--- config.mk ---
export PLATFORM = sky130hd
export DESIGN_NAME = script_prefetch_buf
export DESIGN_NICKNAME = d
export VERILOG_FILES = /design/src/rtl/spf_pkg.sv /design/src/rtl/spf_queue.sv /design/src/rtl/spf_fetch_ctrl.sv /design/src/rtl/spf_flush_ctrl.sv /design/src/rtl/script_prefetch_buf.sv
export SDC_FILE = /design/constraint.sdc
export NUM_CORES = 1
export LEC_CHECK = 0
export BUFFER_PORTS_ARGS = -buffer_cell sky130_fd_sc_hd__buf_2
export CAP_MARGIN = 20
export CORE_ASPECT_RATIO = 0.8
export CORE_MARGIN = 4
export CORE_UTILIZATION = 50
export CTS_BUF_LIST = sky130_fd_sc_hd__clkbuf_8
export CTS_CLUSTER_SIZE = 8
export DETAILED_ROUTE_END_ITERATION = 12
export PLACE_DENSITY_LB_ADDON = 0.25
export SLEW_MARGIN = 5
export SYNTH_ARGS = -nofsm -noshare
export SYNTH_HDL_FRONTEND = slang
export SYNTH_HIERARCHICAL = 1
export SYNTH_SLANG_ARGS = --single-unit
--- constraint.sdc ---
create_clock -name clk -period 8.4 [get_ports clk]
set_input_delay 0.84 -clock clk [delete_from_list [all_inputs] [get_ports clk]]
set_output_delay 0.84 -clock clk [all_outputs]
set_load 0.02 [all_outputs]
--- src/rtl/spf_pkg.sv ---
package spf_pkg;

   // Source of a queue invalidation, in priority order
   typedef enum logic [2:0] {
      FLS_NONE   = 3'd0,
      FLS_PTR    = 3'd1,
      FLS_BRANCH = 3'd2,
      FLS_STORE  = 3'd3,
      FLS_CTRL   = 3'd4
   } flush_src_e;

   function automatic bit is_pow2(input int v);
      return (v > 0) && ((v & (v - 1)) == 0);
   endfunction

endpackage

--- src/rtl/spf_queue.sv ---
module spf_queue #(
   parameter  int DATA_W = 32,
   parameter  int DEPTH  = 8,
   localparam int AW     = $clog2(DEPTH),
   localparam int CNT_W  = $clog2(DEPTH + 1)
) (
   input  logic              clk,
   input  logic              rst_n,
   input  logic              clr,
   input  logic              push,
   input  logic [DATA_W-1:0] push_data,
   input  logic              pop,
   output logic [DATA_W-1:0] head_data,
   output logic [CNT_W-1:0]  occ
);

   logic [DEPTH-1:0][DATA_W-1:0] slots_q;
   logic [AW-1:0]                wr_ptr_q;
   logic [AW-1:0]                rd_ptr_q;
   logic [CNT_W-1:0]             occ_q;
   logic                         do_push;
   logic                         do_pop;

   // a clear overrides both sides
   assign do_push = push && !clr;
   assign do_pop  = pop && !clr;

   always_ff @(posedge clk or negedge rst_n) begin
      if (!rst_n) begin
         wr_ptr_q <= '0;
         rd_ptr_q <= '0;
         occ_q    <= '0;
      end else if (clr) begin
         wr_ptr_q <= '0;
         rd_ptr_q <= '0;
         occ_q    <= '0;
      end else begin
         if (do_push) wr_ptr_q <= wr_ptr_q + AW'(1);
         if (do_pop)  rd_ptr_q <= rd_ptr_q + AW'(1);
         occ_q <= occ_q + CNT_W'(do_push) - CNT_W'(do_pop);
      end
   end

   always_ff @(posedge clk) begin
      if (do_push) slots_q[wr_ptr_q] <= push_data;
   end

   assign head_data = slots_q[rd_ptr_q];
   assign occ       = occ_q;

   AST_PUSH_HAS_ROOM: assert property (@(posedge clk) disable iff (!rst_n)
      push |-> (occ_q < CNT_W'(DEPTH)));
   AST_POP_NONEMPTY: assert property (@(posedge clk) disable iff (!rst_n)
      pop |-> (occ_q != '0));

endmodule

--- src/rtl/spf_fetch_ctrl.sv ---
module spf_fetch_ctrl #(
   parameter  int              ADDR_W     = 32,
   parameter  int              DEPTH      = 8,
   parameter  int              EPOCH_W    = 2,
   parameter  int              STEP       = 4,
   parameter  logic [ADDR_W-1:0] RESET_ADDR = '0,
   localparam int              CNT_W      = $clog2(DEPTH + 1)
) (
   input  logic               clk,
   input  logic               rst_n,
   input  logic               pf_en,
   input  logic               flush,
   input  logic [ADDR_W-1:0]  restart_addr,
   input  logic [CNT_W-1:0]   occ,
   input  logic               req_ready,
   input  logic               rsp_valid,
   input  logic [EPOCH_W-1:0] rsp_tag,
   output logic               req_valid,
   output logic [ADDR_W-1:0]  req_addr,
   output logic [EPOCH_W-1:0] req_tag,
   output logic               rsp_accept,
   output logic [CNT_W-1:0]   outst
);

   logic               run_q;
   logic [ADDR_W-1:0]  fetch_addr_q;
   logic [EPOCH_W-1:0] epoch_q;
   logic [CNT_W-1:0]   outst_q;
   logic [CNT_W:0]     reserved;
   logic               room;
   logic               fire;

   assign reserved = {1'b0, occ} + {1'b0, outst_q};

   // prefetch keeps every slot reserved; demand mode waits for an idle queue
   always_comb begin
      if (pf_en) room = (reserved < (CNT_W + 1)'(DEPTH));
      else       room = (reserved == '0);
   end

   assign req_valid  = run_q && !flush && room;
   assign fire       = req_valid && req_ready;
   assign rsp_accept = rsp_valid && (rsp_tag == epoch_q) && !flush;
   assign req_addr   = fetch_addr_q;
   assign req_tag    = epoch_q;
   assign outst      = outst_q;

   always_ff @(posedge clk or negedge rst_n) begin
      if (!rst_n) begin
         run_q        <= 1'b0;
         fetch_addr_q <= RESET_ADDR;
         epoch_q      <= '0;
         outst_q      <= '0;
      end else begin
         run_q <= 1'b1;
         if (flush) begin
            fetch_addr_q <= restart_addr;
            epoch_q      <= epoch_q + EPOCH_W'(1);
            outst_q      <= '0;
         end else begin
            if (fire) fetch_addr_q <= fetch_addr_q + ADDR_W'(STEP);
            outst_q <= outst_q + CNT_W'(fire) - CNT_W'(rsp_accept);
         end
      end
   end

   AST_RSP_HAS_OWNER: assert property (@(posedge clk) disable iff (!rst_n)
      rsp_accept |-> (outst_q != '0));
   AST_EPOCH_ADVANCE: assert property (@(posedge clk) disable iff (!rst_n)
      flush |=> (epoch_q != $past(epoch_q)));

endmodule

--- src/rtl/spf_flush_ctrl.sv ---
module spf_flush_ctrl
   import spf_pkg::*;
#(
   parameter int ADDR_W    = 32,
   parameter int CTL_W     = 8,
   parameter int FLUSH_BIT = 6
) (
   input  logic              clk,
   input  logic              rst_n,
   input  logic              ptr_wr,
   input  logic [ADDR_W-1:0] ptr_wdata,
   input  logic              br_exec,
   input  logic              br_taken,
   input  logic [ADDR_W-1:0] br_target,
   input  logic              st_exec,
   input  logic              st_keep,
   input  logic              ctl_wr,
   input  logic [CTL_W-1:0]  ctl_wdata,
   input  logic [ADDR_W-1:0] resume_addr,
   output logic              flush,
   output logic [ADDR_W-1:0] restart_addr,
   output logic              flush_bit
);

   logic       flush_bit_q;
   flush_src_e src;
   logic       unused_ctl_bits;

   assign unused_ctl_bits = ^ctl_wdata;

   // set by a write, clears itself one cycle later
   always_ff @(posedge clk or negedge rst_n) begin
      if (!rst_n) flush_bit_q <= 1'b0;
      else        flush_bit_q <= ctl_wr && ctl_wdata[FLUSH_BIT] && !flush_bit_q;
   end

   always_comb begin
      if (ptr_wr)                    src = FLS_PTR;
      else if (br_exec && br_taken)  src = FLS_BRANCH;
      else if (st_exec && !st_keep)  src = FLS_STORE;
      else if (flush_bit_q)          src = FLS_CTRL;
      else                           src = FLS_NONE;
   end

   always_comb begin
      unique case (src)
         FLS_PTR:    restart_addr = ptr_wdata;
         FLS_BRANCH: restart_addr = br_target;
         default:    restart_addr = resume_addr;
      endcase
   end

   assign flush     = (src != FLS_NONE);
   assign flush_bit = flush_bit_q;

   AST_FLUSH_BIT_SELFCLR: assert property (@(posedge clk) disable iff (!rst_n)
      flush_bit_q |=> !flush_bit_q);

endmodule

--- src/rtl/script_prefetch_buf.sv ---
module script_prefetch_buf
   import spf_pkg::*;
#(
   parameter int              ADDR_W     = 32,
   parameter int              DATA_W     = 32,
   parameter int              DEPTH      = 8,
   parameter int              EPOCH_W    = 2,
   parameter int              CTL_W      = 8,
   parameter int              FLUSH_BIT  = 6,
   parameter logic [ADDR_W-1:0] RESET_ADDR = '0
) (
   input  logic               clk,
   input  logic               rst_n,
   input  logic               pf_en_i,
   input  logic               ptr_wr_i,
   input  logic [ADDR_W-1:0]  ptr_wdata_i,
   input  logic               ctl_wr_i,
   input  logic [CTL_W-1:0]   ctl_wdata_i,
   input  logic               br_exec_i,
   input  logic               br_taken_i,
   input  logic [ADDR_W-1:0]  br_target_i,
   input  logic               st_exec_i,
   input  logic               st_keep_i,
   output logic               mem_req_valid_o,
   input  logic               mem_req_ready_i,
   output logic [ADDR_W-1:0]  mem_req_addr_o,
   output logic [EPOCH_W-1:0] mem_req_tag_o,
   input  logic               mem_rsp_valid_i,
   input  logic [DATA_W-1:0]  mem_rsp_data_i,
   input  logic [EPOCH_W-1:0] mem_rsp_tag_i,
   output logic               instr_valid_o,
   input  logic               instr_ready_i,
   output logic [DATA_W-1:0]  instr_data_o,
   output logic [ADDR_W-1:0]  instr_addr_o,
   output logic               flush_bit_o
);

   localparam int STEP  = DATA_W / 8;
   localparam int CNT_W = $clog2(DEPTH + 1);

   if (!is_pow2(DEPTH) || DEPTH < 2) begin : g_bad_depth
      $error("DEPTH must be a power of two, at least 2");
   end
   if (DATA_W % 8 != 0 || DATA_W < 8) begin : g_bad_data_w
      $error("DATA_W must be a whole number of bytes");
   end
   if (FLUSH_BIT >= CTL_W) begin : g_bad_flush_bit
      $error("FLUSH_BIT outside the control register");
   end
   if (EPOCH_W < 1) begin : g_bad_epoch
      $error("EPOCH_W must be at least 1");
   end

   logic              flush;
   logic [ADDR_W-1:0] restart_addr;
   logic [ADDR_W-1:0] head_addr_q;
   logic [ADDR_W-1:0] resume_addr;
   logic [CNT_W-1:0]  occ;
   logic [CNT_W-1:0]  outst;
   logic              rsp_accept;
   logic              pop;

   assign instr_valid_o = (occ != '0);
   assign pop           = instr_valid_o && instr_ready_i;
   // next dword the decoder has not taken yet
   assign resume_addr   = pop ? head_addr_q + ADDR_W'(STEP) : head_addr_q;

   always_ff @(posedge clk or negedge rst_n) begin
      if (!rst_n)     head_addr_q <= RESET_ADDR;
      else if (flush) head_addr_q <= restart_addr;
      else if (pop)   head_addr_q <= head_addr_q + ADDR_W'(STEP);
   end

   assign instr_addr_o = head_addr_q;

   spf_flush_ctrl #(
      .ADDR_W    (ADDR_W),
      .CTL_W     (CTL_W),
      .FLUSH_BIT (FLUSH_BIT)
   ) u_flush (
      .clk          (clk),
      .rst_n        (rst_n),
      .ptr_wr       (ptr_wr_i),
      .ptr_wdata    (ptr_wdata_i),
      .br_exec      (br_exec_i),
      .br_taken     (br_taken_i),
      .br_target    (br_target_i),
      .st_exec      (st_exec_i),
      .st_keep      (st_keep_i),
      .ctl_wr       (ctl_wr_i),
      .ctl_wdata    (ctl_wdata_i),
      .resume_addr  (resume_addr),
      .flush        (flush),
      .restart_addr (restart_addr),
      .flush_bit    (flush_bit_o)
   );

   spf_fetch_ctrl #(
      .ADDR_W     (ADDR_W),
      .DEPTH      (DEPTH),
      .EPOCH_W    (EPOCH_W),
      .STEP       (STEP),
      .RESET_ADDR (RESET_ADDR)
   ) u_fetch (
      .clk          (clk),
      .rst_n        (rst_n),
      .pf_en        (pf_en_i),
      .flush        (flush),
      .restart_addr (restart_addr),
      .occ          (occ),
      .req_ready    (mem_req_ready_i),
      .rsp_valid    (mem_rsp_valid_i),
      .rsp_tag      (mem_rsp_tag_i),
      .req_valid    (mem_req_valid_o),
      .req_addr     (mem_req_addr_o),
      .req_tag      (mem_req_tag_o),
      .rsp_accept   (rsp_accept),
      .outst        (outst)
   );

   spf_queue #(
      .DATA_W (DATA_W),
      .DEPTH  (DEPTH)
   ) u_queue (
      .clk       (clk),
      .rst_n     (rst_n),
      .clr       (flush),
      .push      (rsp_accept),
      .push_data (mem_rsp_data_i),
      .pop       (pop),
      .head_data (instr_data_o),
      .occ       (occ)
   );

   AST_NO_OVERFLOW: assert property (@(posedge clk) disable iff (!rst_n)
      ({1'b0, occ} + {1'b0, outst}) <= (CNT_W + 1)'(DEPTH));
   AST_FLUSH_EMPTIES: assert property (@(posedge clk) disable iff (!rst_n)
      flush |=> !instr_valid_o);
   AST_PTR_RESTART: assert property (@(posedge clk) disable iff (!rst_n)
      ptr_wr_i |=> (instr_addr_o == $past(ptr_wdata_i)));
   AST_BRANCH_RESTART: assert property (@(posedge clk) disable iff (!rst_n)
      (br_exec_i && br_taken_i && !ptr_wr_i) |=> (instr_addr_o == $past(br_target_i)));
   AST_DEMAND_SINGLE: assert property (@(posedge clk) disable iff (!rst_n)
      (!pf_en_i && mem_req_valid_o && mem_req_ready_i) |=> (({1'b0, occ} + {1'b0, outst}) == (CNT_W + 1)'(1)));

endmodule

# ---- After elaboration in Yosys (flattened, before gate mapping)
# Index checks and enable logic that the tools add are counted.
dict set report word_totals {
  reg_bits 338
  in_bits 118
  output_inout_bits 101
  word_cells 77
}
dict set report op_classes {
  n_addsub 10
  order_cmp 4
  eq_ne 3
  n_mux 21
  reduce_logical 22
}
# op n
set op_table {}
lappend op_table {{bitwise mux 256 bit} 1}
lappend op_table {{2-to-1 mux 32 bit} 6}
lappend op_table {{binary-select mux 32 bit (select 3 bit)} 1}
lappend op_table {{demux 32 bit (select 3 bit)} 1}
lappend op_table {{adder 32 x 3 -> 32 bit (second input constant)} 2}
lappend op_table {{one-hot mux 32 bit (2 select lines)} 1}
lappend op_table {{2-to-1 mux 3 bit} 8}
lappend op_table {{logical AND 1 bit} 13}
lappend op_table {{adder 4 x 1 -> 4 bit} 2}
lappend op_table {{< comparator 3 x 4 -> 1 bit (second input constant)} 2}
lappend op_table {{2-to-1 mux 4 bit} 2}
lappend op_table {{subtractor 4 x 1 -> 4 bit} 2}
lappend op_table {{adder 3 x 1 -> 3 bit (second input constant)} 2}
lappend op_table {{nonzero test 2 bit} 3}
lappend op_table {{adder 4 x 4 -> 5 bit} 1}
lappend op_table {{zero test 5 bit} 1}
lappend op_table {{< comparator 5 x 4 -> 1 bit (second input constant)} 1}
lappend op_table {{nonzero test 4 bit} 1}
lappend op_table {{== test 3 x 1 -> 1 bit (second input constant)} 1}
lappend op_table {{== test 3 x 2 -> 1 bit (second input constant)} 1}
lappend op_table {{>= comparator 3 x 1 -> 1 bit (second input constant)} 1}
lappend op_table {{zero test 1 bit} 3}
lappend op_table {{nonzero test 3 bit} 1}
lappend op_table {{adder 2 x 1 -> 2 bit (second input constant)} 1}
lappend op_table {{2 further kinds} 2}

# ---- Logic depth before layout (Yosys ltp)
dict set report logic_depth {
  word_depth 13
  depth_mapped 15
}

# ---- Hierarchy
# The synthesis kept the hierarchy.
# module n_inst cells_each area_each_um2
set by_module_without_submodules {}
lappend by_module_without_submodules {spf_queue 1 431 10314.9}
lappend by_module_without_submodules {spf_fetch_ctrl 1 267 2443.6}
lappend by_module_without_submodules {script_prefetch_buf 1 225 2100.8}
lappend by_module_without_submodules {spf_flush_ctrl 1 155 944.7}

# ---- Worst setup path after synthesis
# No wires, ideal clock.
dict set report synth_path {
  path_type {input port to flip-flop}
  startpoint {input port br_exec_i}
  endpoint {register u_queue/slots_q[0] (netlist name), enable pin}
  setup_time_ns 0.461
  arrival_ns 5.564
  required_time_ns 7.939
  slack_ns 2.375
  path_stages 9
  n_path_buf 3
  path_cell_list {clkbuf_2 > and2_4 > or4_1 > buf_4 > clkbuf_1 > nor4b_1 > nand2b_1 > or2_2 > nor3_1}
}
dict set report synth_via {
  elab_chain_cells 7
}
# element line
set synth_lines {}
lappend synth_lines {{start, declared} script_prefetch_buf.sv:19} ;# input logic br_exec_i,
lappend synth_lines {{logical AND 1 bit} spf_flush_ctrl.sv:39} ;# else if (br_exec && br_taken) src = FLS_BRANCH;
lappend synth_lines {{2-to-1 mux 3 bit} spf_flush_ctrl.sv:39}
lappend synth_lines {{2-to-1 mux 3 bit} spf_flush_ctrl.sv:38} ;# if (ptr_wr) src = FLS_PTR;
lappend synth_lines {{nonzero test 3 bit} spf_flush_ctrl.sv:53} ;# assign flush = (src != FLS_NONE);
lappend synth_lines {{via flush} script_prefetch_buf.sv:54} ;# logic flush;
lappend synth_lines {{zero test 1 bit} spf_fetch_ctrl.sv:43} ;# assign rsp_accept = rsp_valid && (rsp_tag == epoch_q) && !flush;
lappend synth_lines {{logical AND 1 bit} spf_fetch_ctrl.sv:43}
lappend synth_lines {{via rsp_accept} script_prefetch_buf.sv:60} ;# logic rsp_accept;
lappend synth_lines {{logical AND 1 bit} spf_queue.sv:25} ;# assign do_push = push && !clr;
lappend synth_lines {{end signal, assigned by index} spf_queue.sv:45} ;# if (do_push) slots_q[wr_ptr_q] <= push_data;
lappend synth_lines {{end, declared} spf_queue.sv:17} ;# logic [DEPTH-1:0][DATA_W-1:0] slots_q;
# The timed path passes the listed nets, and every way through them passes these cells.
# A chain may end at the register's enable or synchronous reset.

# ---- Final worst setup path
dict set report layout_path {
  startpoint {input port br_exec_i}
  endpoint {register u_fetch.outst_q[2] (netlist: u_fetch/outst[2])}
}
dict set report layout_via {
  elab_chain_cells 11
  word_cells_on_any_way 12
}
# element line
set layout_lines {}
lappend layout_lines {{logical AND 1 bit (*)} spf_flush_ctrl.sv:39}
lappend layout_lines {{2-to-1 mux 3 bit (*)} spf_flush_ctrl.sv:39}
lappend layout_lines {{2-to-1 mux 3 bit (*)} spf_flush_ctrl.sv:38}
lappend layout_lines {{nonzero test 3 bit (*)} spf_flush_ctrl.sv:53}
lappend layout_lines {{via flush} script_prefetch_buf.sv:54}
lappend layout_lines {{zero test 1 bit} {spf_fetch_ctrl.sv:41, spf_fetch_ctrl.sv:43}}
lappend layout_lines {{logical AND 1 bit (2 in series)} spf_fetch_ctrl.sv:41} ;# assign req_valid = run_q && !flush && room;
lappend layout_lines {{logical AND 1 bit} spf_fetch_ctrl.sv:42} ;# assign fire = req_valid && req_ready;
lappend layout_lines {{adder 4 x 1 -> 4 bit} spf_fetch_ctrl.sv:62} ;# outst_q <= outst_q + CNT_W'(fire) - CNT_W'(rsp_accept);
lappend layout_lines {{subtractor 4 x 1 -> 4 bit} spf_fetch_ctrl.sv:62}
lappend layout_lines {{2-to-1 mux 4 bit (*)} spf_fetch_ctrl.sv:56} ;# if (flush) begin
lappend layout_lines {{end signal, assigned} spf_fetch_ctrl.sv:62}
lappend layout_lines {{end, declared} spf_fetch_ctrl.sv:28} ;# logic [CNT_W-1:0] outst_q;
# The timed path passes the listed nets; every way through them passes the cells marked *.

==> results.sh <==
export IMPL_drive_gt1_frac=0.306
export IMPL_critPathKind="primary input to register"
export IMPL_synthSimpleGateAreaFrac=0.113
export IMPL_dieWidth_um=207
export IMPL_fin_nets=1433
export IMPL_seq_area_frac_synth=0.616
export IMPL_setup_tns_ns=0
export IMPL_crit_start="br_exec_i"
export IMPL_insertion_delay_ns=0.59
export IMPL_synth_warnings=6
export IMPL_clkPwrFrac=0.352
export IMPL_synth_avg_cell_area_sq_um=14.7
export IMPL_tightest_slew_ns=1.01
export IMPL_cts_root_buf="clkbuf_8"
export IMPL_ys_ff_latch=338
export IMPL_p_switching_mw=0.957
export IMPL_combPwrFrac=0.113
export IMPL_cts_buffer_depth=3
export IMPL_cp_arrival_ns=5.06
export IMPL_cts_buffers=54
export IMPL_grt_antenna_before_repair=3
export IMPL_power_density_mw_per_mm2=200
export IMPL_drtIter0Drc=714
export IMPL_syn_inst=1078
export IMPL_endpoint_kind="register"
export IMPL_drc=0
export IMPL_synthXorXnorAreaFrac=0.0177
export IMPL_fmax_mhz=217
export IMPL_cts_sinks=338
export IMPL_gp_congestion=0.833
export IMPL_ys_async_sr_fraction=0.243
export IMPL_synth_adder_area_share=0.0165
export IMPL_synth_distinct_cells=70
export IMPL_cts_repair_resized=0
export IMPL_synth_edf_count=256
export IMPL_cp_max_fo=85
export IMPL_htreeDepth=2
export IMPL_dr_pass1_iters=5
export IMPL_drv_cap=0
export IMPL_post_cts_setup_buffers=0
export IMPL_portBuffers=211
export IMPL_p_int_mw=2.67
export IMPL_synth_nets=1215
export IMPL_instances_no_fill=1738
export IMPL_syn_area_sq_mm=0.0158
export IMPL_wl_um=37200
export IMPL_placed_cell_area_sq_mm=0.0172
export IMPL_synth_top_family_by_area="multiplexers"
export IMPL_grt_total_usage=0.213
export IMPL_outcome="complete, no violations"
export IMPL_slew_violations=0
export IMPL_syn_to_final_growth_pct=14.9
export IMPL_start_kind="primary input"
export IMPL_die_y_um=167
export IMPL_fin_crit_ns=4.62
export IMPL_path_clk_slew_ns=0.07
export IMPL_wl_per_cell_um=21.4
export IMPL_grt_setup_unrepaired="false"
export IMPL_p_leak_nw=6.71
export IMPL_cts_tree="done"
export IMPL_core_area_sq_mm=0.0307
export IMPL_finalHoldViolCount=0
export IMPL_io_pins=219
export IMPL_synth_mux_area_frac=0.133
export IMPL_synth_compound_gate_area_share=0.0683
export IMPL_critPathRequiredTime_ns=8.84
export IMPL_irDropWorstVdd_mv=0.112
export IMPL_hp_class="primary input to async pin"
export IMPL_final_setup_viol_count=0
export IMPL_grt_pass1_wl_um=57900
export IMPL_std_cell_rows=57
export IMPL_gr_total_overflow=0
export IMPL_seqPwrFrac=0.534
export IMPL_synth_ff_type="edfxtp_1"
export IMPL_final_area_sq_mm=0.0182
export IMPL_dp_hpwl_um=23300
export IMPL_netSwitchingFraction=0.264
export IMPL_place_inst=1652
export IMPL_die_area_sq_mm=0.0345
export IMPL_fin_crit_sh=0.550
export IMPL_antenna_left=0
export IMPL_finalClockSkew_ns=0.0207
export IMPL_slew_headroom=0.326
export IMPL_r2r_start="u_flush/flush_bit"
export IMPL_initial_core_util=0.514
export IMPL_grt_max_degree=98
export IMPL_routed_via_density=5.88
export IMPL_num_vias=10227
export IMPL_grt_pass1_vias=10118
export IMPL_holdBufCountCts=0
-- area by class of cell --
class	instances	area, sq um
Multi-Input combinational cell	625	5570
Clock buffer	55	757
Inverter	51	191
Tap cell	413	517
Sequential cell	338	9750
Fill cell	2418	12600
Timing Repair Buffer	226	1200
Clock inverter	29	180
Antenna cell	1	2.50
-- through the flow --
step	util	hold WS (ns)	total power [mW]	setup WS (ns)
after global routing	0.591	0.135	3.81	3.61
after CTS	0.590	0.110	3.67	3.85
after floorplan	-	0.505	2.21	2.38
after global placement	0.559	0.437	2.37	3.26
after detailed placement	0.559	0.433	2.38	3.21
final	0.591	0.152	3.63	3.78
-- Yosys cell counts, types with 20 or more instances --
cell type  instances  area share
buf_2             21      0.0067
clkbuf_1          28      0.0067
dfrtp_1           82        0.13
edfxtp_1         256        0.49
inv_1             49       0.012
mux2_2            47       0.033
mux4_1            25       0.042
mux4_2            39       0.056
nand2_1          100       0.024
nand3_1           29      0.0092
nand4b_1          33       0.018
nor2_1            44       0.010
o21ai_0           26      0.0082
o311ai_1          36       0.020
xnor2_1           20       0.011
-- final timing paths --
check                                      endpoint  slack (ns)  cells after the start
max in group asynchronous       u_queue/rd_ptr_q[0]        7.03                      2
worst max-delay path               u_fetch/outst[2]        3.78                     13
worst min-delay path               instr_addr_o[23]        0.15                      1
worst max register to register     u_fetch/outst[2]        4.36                     11
min in group clk                  u_flush/flush_bit        0.45                      3
worst min register to register    u_flush/flush_bit        0.45                      1
-- power by group through the flow --
stage                     clock, mW  sequential, mW  combinational (mW)
after floorplan                   0            2.02               0.190
after global placement            0            1.97               0.406
after detailed placement          0            1.97               0.413
after CTS                      1.32            1.94               0.415
after global routing           1.41            1.95               0.448
final                          1.28            1.94               0.411
-- state kept, by name, summed over array words and instances (netlist names) --
register / flops
instr_addr_o: 32
u_fetch/outst: 4
u_fetch/req_addr: 32
u_fetch/req_tag: 2
u_fetch/run_q: 1
u_flush/flush_bit: 1
u_queue/occ: 4
u_queue/rd_ptr_q: 3
u_queue/slots_q: 256
u_queue/wr_ptr_q: 3
-- metal layers --
metal	GRT usage	vias up	part of all wire
met5	0	-	0.00070
met4	0.0500	4	0.017
met3	0.0486	49	0.059
met2	0.327	280	0.47
met1	0.314	5211	0.45
li1	-	4683	-
-- cells in the final DEF, fill, tap and decap left out, types with 11 or more instances in the layout --
master / n
a21oi_1: 11
a31oi_1: 12
and3_1: 11
buf_2: 210
buf_4: 14
clkbuf_8: 55
dfrtp_1: 79
edfxtp_1: 256
ha_1: 16
inv_1: 59
mux2_2: 47
mux4_1: 25
mux4_2: 39
nand2_1: 100
nand3_1: 29
nand4_1: 16
nand4b_1: 33
nor2_1: 38
nor2b_1: 11
o21ai_0: 26
o311ai_0: 14
o311ai_1: 36
xnor2_1: 20
xor2_1: 12
-- logic make-up (layout without fill, tap and decap cells) --
logic type      after synthesis  in the layout
compound gates              141            141
simple gates                318            318
fa+ha+maj                    19             19
mux                         114            114
flops                       338            338
buf+inv                     115            361
other cells                   1              2
xor+xnor                     32             32
-- critical path, cell delays in order --
cell     delay, ns
buf_2         0.31
and2_4        0.39
or4_2         0.65
buf_4         0.43
nor4b_4       0.39
and4b_4       0.44
inv_2         0.32
ha_1          0.40
inv_1         0.04
ha_1          0.20
fa_1          0.38
xnor2_1       0.15
nor2_1        0.05
Note: power is estimated with default switching activity, not from simulation.
